**src/rtl/efg_pkg.sv**
```systemverilog
package efg_pkg;
  localparam int MIN_FRAME = 60;
  localparam int HDR_BYTES = 18;
  localparam logic [2:0] RA_CTRL = 3'd0;
  localparam logic [2:0] RA_LEN  = 3'd1;
  localparam logic [2:0] RA_CNT  = 3'd2;
  localparam logic [2:0] RA_GAP  = 3'd3;
  localparam logic [2:0] RA_DSTL = 3'd4;
  localparam logic [2:0] RA_DSTH = 3'd5;
  typedef enum logic {ST_IDLE, ST_RUN} run_state_e;
endpackage

```
**src/rtl/efg_regs.sv**
```systemverilog
module efg_regs
  import efg_pkg::*;
#(
  parameter int LEN_W = 11,
  parameter int CNT_W = 16,
  parameter int GAP_W = 16
) (
  input  logic             clk,
  input  logic             rst,
  input  logic             wr,
  input  logic [2:0]       addr,
  input  logic [31:0]      wdata,
  output logic             start,
  output logic [LEN_W-1:0] len_q,
  output logic [CNT_W-1:0] cnt_q,
  output logic [GAP_W-1:0] gap_q,
  output logic [47:0]      dst_q
);
  assign start = wr && (addr == RA_CTRL) && wdata[0];

  always_ff @(posedge clk) begin
    if (rst) begin
      len_q <= '0;
      cnt_q <= '0;
      gap_q <= '0;
      dst_q <= '0;
    end else if (wr) begin
      case (addr)
        RA_LEN:  len_q <= wdata[LEN_W-1:0];
        RA_CNT:  cnt_q <= wdata[CNT_W-1:0];
        RA_GAP:  gap_q <= wdata[GAP_W-1:0];
        RA_DSTL: dst_q[31:0] <= wdata;
        RA_DSTH: dst_q[47:32] <= wdata[15:0];
        default: ;
      endcase
    end
  end
endmodule

```
**src/rtl/efg_byte.sv**
```systemverilog
module efg_byte
  import efg_pkg::*;
#(
  parameter int          LEN_W   = 11,
  parameter logic [47:0] SRC_MAC = 48'h02_1A_2B_3C_4D_5E,
  parameter logic [15:0] ETYPE   = 16'h88B5
) (
  input  logic [LEN_W-1:0] idx,
  input  logic [47:0]      dst,
  input  logic [31:0]      seq,
  output logic [7:0]       byte_o
);
  int i;

  always_comb begin
    i = int'(idx);
    if (i < 6)
      byte_o = 8'(dst >> (8 * (5 - i)));
    else if (i < 12)
      byte_o = 8'(SRC_MAC >> (8 * (11 - i)));
    else if (i == 12)
      byte_o = ETYPE[15:8];
    else if (i == 13)
      byte_o = ETYPE[7:0];
    else if (i < HDR_BYTES)
      byte_o = 8'(seq >> (8 * (17 - i)));
    else
      byte_o = idx[7:0];
  end
endmodule

```
**src/rtl/efg_ctrl.sv**
```systemverilog
module efg_ctrl
  import efg_pkg::*;
#(
  parameter int LEN_W = 11,
  parameter int CNT_W = 16,
  parameter int GAP_W = 16
) (
  input  logic             clk,
  input  logic             rst,
  input  logic             start,
  input  logic [LEN_W-1:0] cfg_len,
  input  logic [CNT_W-1:0] cfg_cnt,
  input  logic [GAP_W-1:0] cfg_gap,
  input  logic [47:0]      cfg_dst,
  input  logic             tx_ready,
  input  logic [7:0]       byte_in,
  output logic [LEN_W-1:0] idx,
  output logic [31:0]      seq,
  output logic [47:0]      run_dst,
  output logic [7:0]       tx_data,
  output logic             tx_valid,
  output logic             tx_last,
  output logic             busy
);
  localparam logic [LEN_W-1:0] MIN_LEN = LEN_W'(MIN_FRAME);
  localparam logic [GAP_W-1:0] GAP_MAX = '1;

  run_state_e       state;
  logic [LEN_W-1:0] run_len;
  logic [CNT_W-1:0] frames_left;
  logic [GAP_W-1:0] run_gap;
  logic [GAP_W-1:0] gap_cnt;
  logic             first;
  logic [LEN_W-1:0] len_eff;
  logic             out_free;
  logic             gap_ok;
  logic             is_last;
  logic             load;

  assign len_eff  = (cfg_len < MIN_LEN) ? MIN_LEN : cfg_len;
  assign out_free = !tx_valid || tx_ready;
  assign gap_ok   = ({1'b0, gap_cnt} + 1'b1) >= {1'b0, run_gap};
  assign is_last  = (idx == run_len - 1'b1);
  assign load     = (state == ST_RUN) && out_free && ((idx != '0) || first || gap_ok);
  assign busy     = (state == ST_RUN) || tx_valid;

  always_ff @(posedge clk) begin
    if (rst) begin
      state       <= ST_IDLE;
      run_len     <= MIN_LEN;
      frames_left <= '0;
      run_gap     <= '0;
      run_dst     <= '0;
      gap_cnt     <= '0;
      first       <= 1'b0;
      idx         <= '0;
      seq         <= '0;
      tx_data     <= '0;
      tx_valid    <= 1'b0;
      tx_last     <= 1'b0;
    end else begin
      if (load && (idx == '0))
        gap_cnt <= '0;
      else if (gap_cnt != GAP_MAX)
        gap_cnt <= gap_cnt + 1'b1;

      if (!busy && start && (cfg_cnt != '0)) begin
        state       <= ST_RUN;
        run_len     <= len_eff;
        frames_left <= cfg_cnt;
        run_gap     <= cfg_gap;
        run_dst     <= cfg_dst;
        first       <= 1'b1;
        idx         <= '0;
        seq         <= '0;
      end

      if (load) begin
        tx_data  <= byte_in;
        tx_valid <= 1'b1;
        tx_last  <= is_last;
        if (is_last) begin
          idx   <= '0;
          first <= 1'b0;
          if (frames_left == CNT_W'(1)) begin
            state <= ST_IDLE;
          end else begin
            frames_left <= frames_left - 1'b1;
            seq         <= seq + 1'b1;
          end
        end else begin
          idx <= idx + 1'b1;
        end
      end else if (tx_ready) begin
        tx_valid <= 1'b0;
        tx_last  <= 1'b0;
      end
    end
  end
endmodule

```
**src/rtl/eth_test_frame_gen.sv**
```systemverilog
module eth_test_frame_gen
  import efg_pkg::*;
#(
  parameter int          LEN_W   = 11,
  parameter int          CNT_W   = 16,
  parameter int          GAP_W   = 16,
  parameter logic [47:0] SRC_MAC = 48'h02_1A_2B_3C_4D_5E,
  parameter logic [15:0] ETYPE   = 16'h88B5
) (
  input  logic        clk,
  input  logic        rst,
  input  logic        reg_wr,
  input  logic [2:0]  reg_addr,
  input  logic [31:0] reg_wdata,
  output logic        busy,
  output logic [7:0]  tx_data,
  output logic        tx_valid,
  output logic        tx_last,
  input  logic        tx_ready
);
  logic             start;
  logic [LEN_W-1:0] cfg_len;
  logic [CNT_W-1:0] cfg_cnt;
  logic [GAP_W-1:0] cfg_gap;
  logic [47:0]      cfg_dst;
  logic [LEN_W-1:0] idx;
  logic [31:0]      seq;
  logic [47:0]      run_dst;
  logic [7:0]       next_byte;

  efg_regs #(.LEN_W(LEN_W), .CNT_W(CNT_W), .GAP_W(GAP_W)) u_regs (
    .clk(clk), .rst(rst), .wr(reg_wr), .addr(reg_addr), .wdata(reg_wdata),
    .start(start), .len_q(cfg_len), .cnt_q(cfg_cnt), .gap_q(cfg_gap), .dst_q(cfg_dst)
  );

  efg_byte #(.LEN_W(LEN_W), .SRC_MAC(SRC_MAC), .ETYPE(ETYPE)) u_byte (
    .idx(idx), .dst(run_dst), .seq(seq), .byte_o(next_byte)
  );

  efg_ctrl #(.LEN_W(LEN_W), .CNT_W(CNT_W), .GAP_W(GAP_W)) u_ctrl (
    .clk(clk), .rst(rst), .start(start), .cfg_len(cfg_len), .cfg_cnt(cfg_cnt),
    .cfg_gap(cfg_gap), .cfg_dst(cfg_dst), .tx_ready(tx_ready), .byte_in(next_byte),
    .idx(idx), .seq(seq), .run_dst(run_dst), .tx_data(tx_data), .tx_valid(tx_valid),
    .tx_last(tx_last), .busy(busy)
  );
endmodule

```
**config.mk**
```make
export PLATFORM = sky130hd
export DESIGN_NAME = eth_test_frame_gen
export DESIGN_NICKNAME = d
export VERILOG_FILES = /design/src/rtl/efg_pkg.sv /design/src/rtl/efg_regs.sv /design/src/rtl/efg_byte.sv /design/src/rtl/efg_ctrl.sv /design/src/rtl/eth_test_frame_gen.sv
export SDC_FILE = /design/constraint.sdc
export NUM_CORES = 1
export LEC_CHECK = 0
export ABC_CLOCK_PERIOD_IN_PS = 4810
export BUFFER_PORTS_ARGS = -buffer_cell sky130_fd_sc_hd__buf_2
export CORE_MARGIN = 3
export CORE_UTILIZATION = 45
export CTS_CLUSTER_DIAMETER = 200
export DETAILED_ROUTE_END_ITERATION = 6
export GPL_TIMING_DRIVEN = 0
export PLACE_DENSITY = 0.6
export SYNTH_ARGS = -nofsm -noshare
export SYNTH_HDL_FRONTEND = slang
export SYNTH_HIERARCHICAL = 1
export SYNTH_SLANG_ARGS = --single-unit
```
**constraint.sdc**
```tcl
create_clock -name clk -period 4.81 [get_ports clk]
set_input_delay 0.962 -clock clk [delete_from_list [all_inputs] [get_ports clk]]
set_output_delay 0.962 -clock clk [all_outputs]
set_load 0.05 [all_outputs]
```
==> flow_summary.ini, run 1 <==
[run_status]
status = completed

[sta]
tns_ns = 0
max_freq_ghz = 0.231
slew_headroom_pct = 34.1
hold-worst-slack_ns = 0.452
grt_setup_unrepaired = false
drv_slew = 0
period_minus_slack_ns = 4.33
setup_violations = 0
fin_crit_sh_pct = 90.1
finClkSkew_ns = 0.0101
worstMarginPinSlew_ns = 0.975
finalHoldViolCount = 0

[global_routing]
grt_pass1_wl_mm = 57.4
grt_overflow_total = 0
grt_start_max_net_pins = 14
grt_antenna_before_repair = 0
grt_use_total_pct = 23.8
grt_pass1_vias = 10100

[setup_path]
crit_fanout = 10
path_depth = 15
start_kind = register
critPathCaptureType = register
crit_slowest_cell = a21oi_1
critical-path-top-delay-family = compound AO/OA/AOI/OAI gates
cp_num_buf_inv = 1
setup.worst_path.class = register to register
crit_chain = and4_1 -> and3_1 -> nand4_1 -> nor2_1 -> xor2_1 -> ha_1 -> nand2_1 -> nor2_1 -> o31ai_1 -> nand4_1 -> o2111a_1 -> a21oi_1 -> clkbuf_1 -> a21oi_1 -> mux2i_1
cpPeakStageDelay_ns = 0.70
worstPathArrival_ns = 4.81
r2r_slack_ns = 0.48
rr_worst_depth = 15
worstPathRequired_ns = 5.28

[yosys]
synth_edf_count = 0
synthDistinctLibCells = 76
syn_inst = 1454
avgSynthCellArea_um2 = 8.69
synth_nets = 1524
async_reset_ff_share_pct = 0
synth_warnings = 6
synth_flop_cell = dfxtp_1
ys_seq_elements = 253
syn_area_um2 = 12600
yosysSeqAreaShare_pct = 40.1

[clock_network]
clock_path_buffers = 3
cts-root-buf = clkbuf_16
h-tree-depth = 1
cts_sinks = 253
cts_buffers = 28
clock_latency_ns = 0.55
hold_buffers = 0
cts.clk_slew.worst_paths_ns = 0.06
cts_tree = done
post_cts_buffers = 0
ctsResizeCount = 0

[power]
p_total_w = 0.00465
p_per_area_nw_per_um2 = 324
peakVddDrop_mv = 0.216
p_leak_nw = 5.55

[finish]
diodes = 0
syn_to_final_growth_pct = 13.5
layout-drive-gt1-share_pct = 10.7
final_common_cell = dfxtp_1
fill_cells = 2599
nets = 1602
layout_common_cells = 253 x dfxtp_1, 204 x nand2_1, 128 x nand2b_1, 112 x mux2i_1, 101 x a21oi_1
final_cells = 1926
final_area_um2 = 14300

[place]
hpwlAfterDp_mm = 27.4
io_buffers = 48
gp_congestion = 0.950
dp_cells = 1874
dpl-instance-area_um2 = 13300

[hold_path]
hold_class = register to register
holdPathStages = 2

[floorplanning]
fp.dieW_um = 174
core_um2 = 27300
die_height_um = 174
io_pins = 50
rows = 60
initial_core_util_pct = 46.4
dieArea_um2 = 30100

[route]
drt_iter0_markers = 980
dr.pass1.iters = 5
drt-total-wl_mm = 37.1
drc_errors = 0
antenna_left = 0
via_per_inst = 5.57
wl_per_cell_um = 19.2
vias = 10700

[run]
maxCapViolations = 0
==> cell usage after synthesis (13+ instances only) <==
cell type / instances / area share [%]
dfxtp_1: 253 / 40
nand2_1: 204 / 6.1
nand2b_1: 128 / 6.3
mux2i_1: 112 / 8.9
a21oi_1: 101 / 4.0
nor2_1: 84 / 2.5
clkbuf_1: 68 / 2.0
nand3_1: 59 / 2.3
inv_1: 42 / 1.2
ha_1: 31 / 3.1
o21ai_0: 30 / 1.2
nor3_1: 28 / 1.1
and3_1: 23 / 1.1
nand4_1: 22 / 1.1
xor2_1: 18 / 1.2
xnor2_1: 17 / 1.2
mux4_2: 16 / 2.9
nor4_1: 16 / 0.79
buf_2: 14 / 0.55
or3_1: 13 / 0.64
==> final timing paths <==
kind | startpoint | endpoint
hold / removal | u_regs/dst_q[27] | u_ctrl/run_dst[27]
hold reg to reg | u_regs/dst_q[27] | u_ctrl/run_dst[27]
setup reg to reg | u_ctrl/gap_cnt[2] | u_ctrl/seq[27]
setup / recovery | u_ctrl/gap_cnt[2] | u_ctrl/seq[27]
==> per-layer routing <==
layer	global-route usage, %	vias up	share of wire (%)
met5	0	-	0
met3	4.56	44	6.0
met2	38.2	297	45
li1	-	5279	-
met1	33.8	5117	48
met4	4.26	0	1.4
==> cell type report <==
cell class / count / area [µm²] / area share (%)
multi-input cells: 1068 / 7010 / 48.9
flip-flops and latches: 253 / 5060 / 35.3
clock buffers: 38 / 820 / 5.71
well taps: 372 / 465 / 3.24
plain buffers: 91 / 404 / 2.82
repair buffers: 48 / 240 / 1.67
clock inverters: 14 / 184 / 1.28
inverters: 42 / 158 / 1.10
==> where the power goes <==
part	switching [W]	total (W)	internal (W)	leakage, nW
combinational	0.000132	0.000211	0.0000785	3.02
sequential	0.0000180	0.00213	0.00212	2.04
clock	0.000895	0.00230	0.00141	0.485
total	0.00105	0.00465	0.00360	5.55
==> per-stage QoR <==
step | utilization (%) | setup WS [ns]
2_1_floorplan | - | 1.47
3_3_place_gp | 49.0 | 0.624
3_5_place_dp | 49.0 | 0.618
4_1_cts | 52.6 | 0.594
5_1_grt | 52.6 | 0.137
6_report | 52.6 | 0.478
==> worst reg2reg max path: cells and delay by family (launching register included) <==
| family | cells | cell delay (ns) |
|---|---|---|
| flip-flops | 1 | 0.41 |
| buffers and inverters | 1 | 0.51 |
| XOR/XNOR | 1 | 0.24 |
| adder cells (fa/ha/maj) | 1 | 0.32 |
| multiplexers | 1 | 0.14 |
| AO/OA/AOI/OAI | 4 | 1.38 |
| AND/OR/NAND/NOR | 7 | 1.24 |
==> registers in the layout (all words and copies together) (netlist names), 16 cells and up <==
register            count
u_regs/gap_q           16
u_ctrl/gap_cnt         16
u_ctrl/run_gap         16
u_ctrl/seq             32
u_regs/dst_q           48
u_ctrl/frames_left     16
u_ctrl/run_dst         48
u_regs/cnt_q           16
==> cells by family after synthesis <==
family          synth area share, %
simple gates                   25.9
flops                          40.1
compound gates                 11.6
mux                            12.5
buf+inv                        4.45
xor+xnor                       2.43
fa+ha+maj                      3.07
(Power assumes the default switching activity.)
==> inputs of run 2 (changes only) <==
--- a/config.mk
+++ b/config.mk
@@ -7,7 +7,7 @@
 export LEC_CHECK = 0
 export ABC_CLOCK_PERIOD_IN_PS = 4810
 export BUFFER_PORTS_ARGS = -buffer_cell sky130_fd_sc_hd__buf_2
-export CORE_MARGIN = 3
+export CORE_MARGIN = 1
 export CORE_UTILIZATION = 45
 export CTS_CLUSTER_DIAMETER = 200
 export DETAILED_ROUTE_END_ITERATION = 6
==> flow_summary.ini, run 2 (synthesis results as in run 1) <==
[run_status]
status = completed

[finish]
final_cells = 1925
layout_common_cells = 253 x dfxtp_1, 204 x nand2_1, 128 x nand2b_1, 112 x mux2i_1, 101 x a21oi_1
nets = 1602
largestRegisters = u_ctrl/run_dst: 48 flops, u_regs/dst_q: 48 flops, u_ctrl/seq: 32 flops
layout-drive-gt1-share_pct = 10.8
final_common_cell = dfxtp_1
syn_to_final_growth_pct = 13.8
diodes = 0

[setup_path]
critPathCaptureType = register
worstPathArrival_ns = 4.65
crit_start = u_ctrl/gap_cnt[2]
crit_fanout = 10
timing.rr.start = u_ctrl/gap_cnt[2]
start_kind = register
r2r_end = u_ctrl/idx[2]
setup.worst_path.class = register to register
r2r_slack_ns = 0.63
rr_worst_depth = 15
worstPathRequired_ns = 5.28
crit_end = u_ctrl/idx[2]

[hold_path]
holdPathStages = 2
hold_class = register to register

[power]
p_per_area_nw_per_um2 = 331
p_total_w = 0.00476
p_comb_share_pct = 4.4
p_leak_nw = 5.57
peakVddDrop_mv = 0.296
p_sw_w = 0.00105
swShare_pct = 22.1
p_int_w = 0.00371
seqPwrFrac_pct = 44.8
power_frac_clock_pct = 50.8

[clock_network]
clock_path_buffers = 3
post_cts_buffers = 0
h-tree-depth = 1
ctsResizeCount = 0
cts-root-buf = clkbuf_16
clock_latency_ns = 0.54
cts_buffers = 28
hold_buffers = 0
cts_sinks = 253
cts_tree = done
cts.clk_slew.worst_paths_ns = 0.06

[route]
vias = 10700
via_per_inst = 5.58
wl_per_cell_um = 19.1
drt_iter0_markers = 968
dr.pass1.iters = 5
drc_errors = 0
drt-total-wl_mm = 36.7
antenna_left = 0

[global_routing]
grt_use_total_pct = 25.5
grt_pass1_wl_mm = 56.9
grt_overflow_total = 0
grt_pass1_vias = 10100
grt_start_max_net_pins = 14
grt_antenna_before_repair = 0

[sta]
slew_headroom_pct = 33.6
drv_slew = 0
grt_setup_unrepaired = false
finClkSkew_ns = 0.0109
tns_ns = 0
worstMarginPinSlew_ns = 0.983
max_freq_ghz = 0.239
period_minus_slack_ns = 4.18
hold-worst-slack_ns = 0.446
finalHoldViolCount = 0
fin_crit_sh_pct = 86.9
setup_violations = 0

[place]
io_buffers = 48
dp_cells = 1874
hpwlAfterDp_mm = 27.1
gp_congestion = 0.930

[floorplanning]
initial_core_util_pct = 46.4
io_pins = 50
core_um2 = 27300
die_height_um = 170
fp.dieW_um = 170
rows = 60
dieArea_um2 = 28800

[run]
maxCapViolations = 0
## run 2: cell types whose count changed in the layout (fill, tap and decap cells not counted)
cell | before | now
clkinvlp_4 | 4 | 3
clkinv_4 | 1 | 0
clkbuf_1 | 71 | 70
clkinv_2 | 5 | 7
bufinv_16 | 4 | 7
clkbuf_8 | 6 | 3
## run 2: per-stage QoR
step / setup slack [ns] / instance area, µm² / utilization, %
6_report: 0.631 / 14400 / 52.8
5_1_grt: 0.211 / 14400 / 52.8
4_1_cts: 0.659 / 14400 / 52.8
3_5_place_dp: 0.676 / 13300 / 49.0
3_3_place_gp: 0.702 / 13300 / 49.0
2_1_floorplan: 1.47 / 12600 / -
## run 2: power by group through the flow
stage / clock network (W) / registers, W / logic, W
floorplan: 0 / 0.00217 / 0.000133
global placement: 0 / 0.00218 / 0.000207
detailed placement: 0 / 0.00218 / 0.000209
CTS: 0.00246 / 0.00213 / 0.000210
global route: 0.00254 / 0.00213 / 0.000227
finish: 0.00242 / 0.00213 / 0.000210
## run 2: final cells by class
cell class | instances | area (µm²)
buffer | 91 | 404
inverter | 42 | 158
multi-input combinational | 1068 | 7010
sequential | 253 | 5060
tap | 372 | 465
timing repair buffer | 48 | 240
fill | 2564 | 12900
clock buffer | 34 | 774
clock inverter | 17 | 268
## run 2: how the worst min path moves through the flow
stage / start / to
finish: u_regs/gap_q[0] / u_ctrl/run_gap[0]
global route: u_ctrl/run_dst[38] / u_ctrl/run_dst[38]
CTS: u_regs/gap_q[0] / u_ctrl/run_gap[0]
detailed placement: u_ctrl/run_dst[44] / u_ctrl/run_dst[44]
global placement: u_regs/dst_q[46] / u_ctrl/run_dst[46]
floorplan: u_ctrl/frames_left[14] / u_ctrl/frames_left[14]
## run 2: worst max-delay path: stages (launching register included)
cell and delay [ns]:
dfxtp_1 0.41, and4_1 0.26, and3_1 0.21, nand4_1 0.23
nor2_1 0.19, xor2_1 0.28, ha_1 0.19, nand3_1 0.13
nor3_1 0.22, o31ai_1 0.12, nand4_1 0.15, o2111ai_1 0.40
nor3_1 0.72, buf_2 0.33, a21oi_1 0.09, mux2i_1 0.17
## run 2: per-layer routing
metal	wire length [µm]	track usage, %
met5	0	0
met4	729	6.15
met2	16300	40.4
met1	17400	35.8
met3	2360	4.41
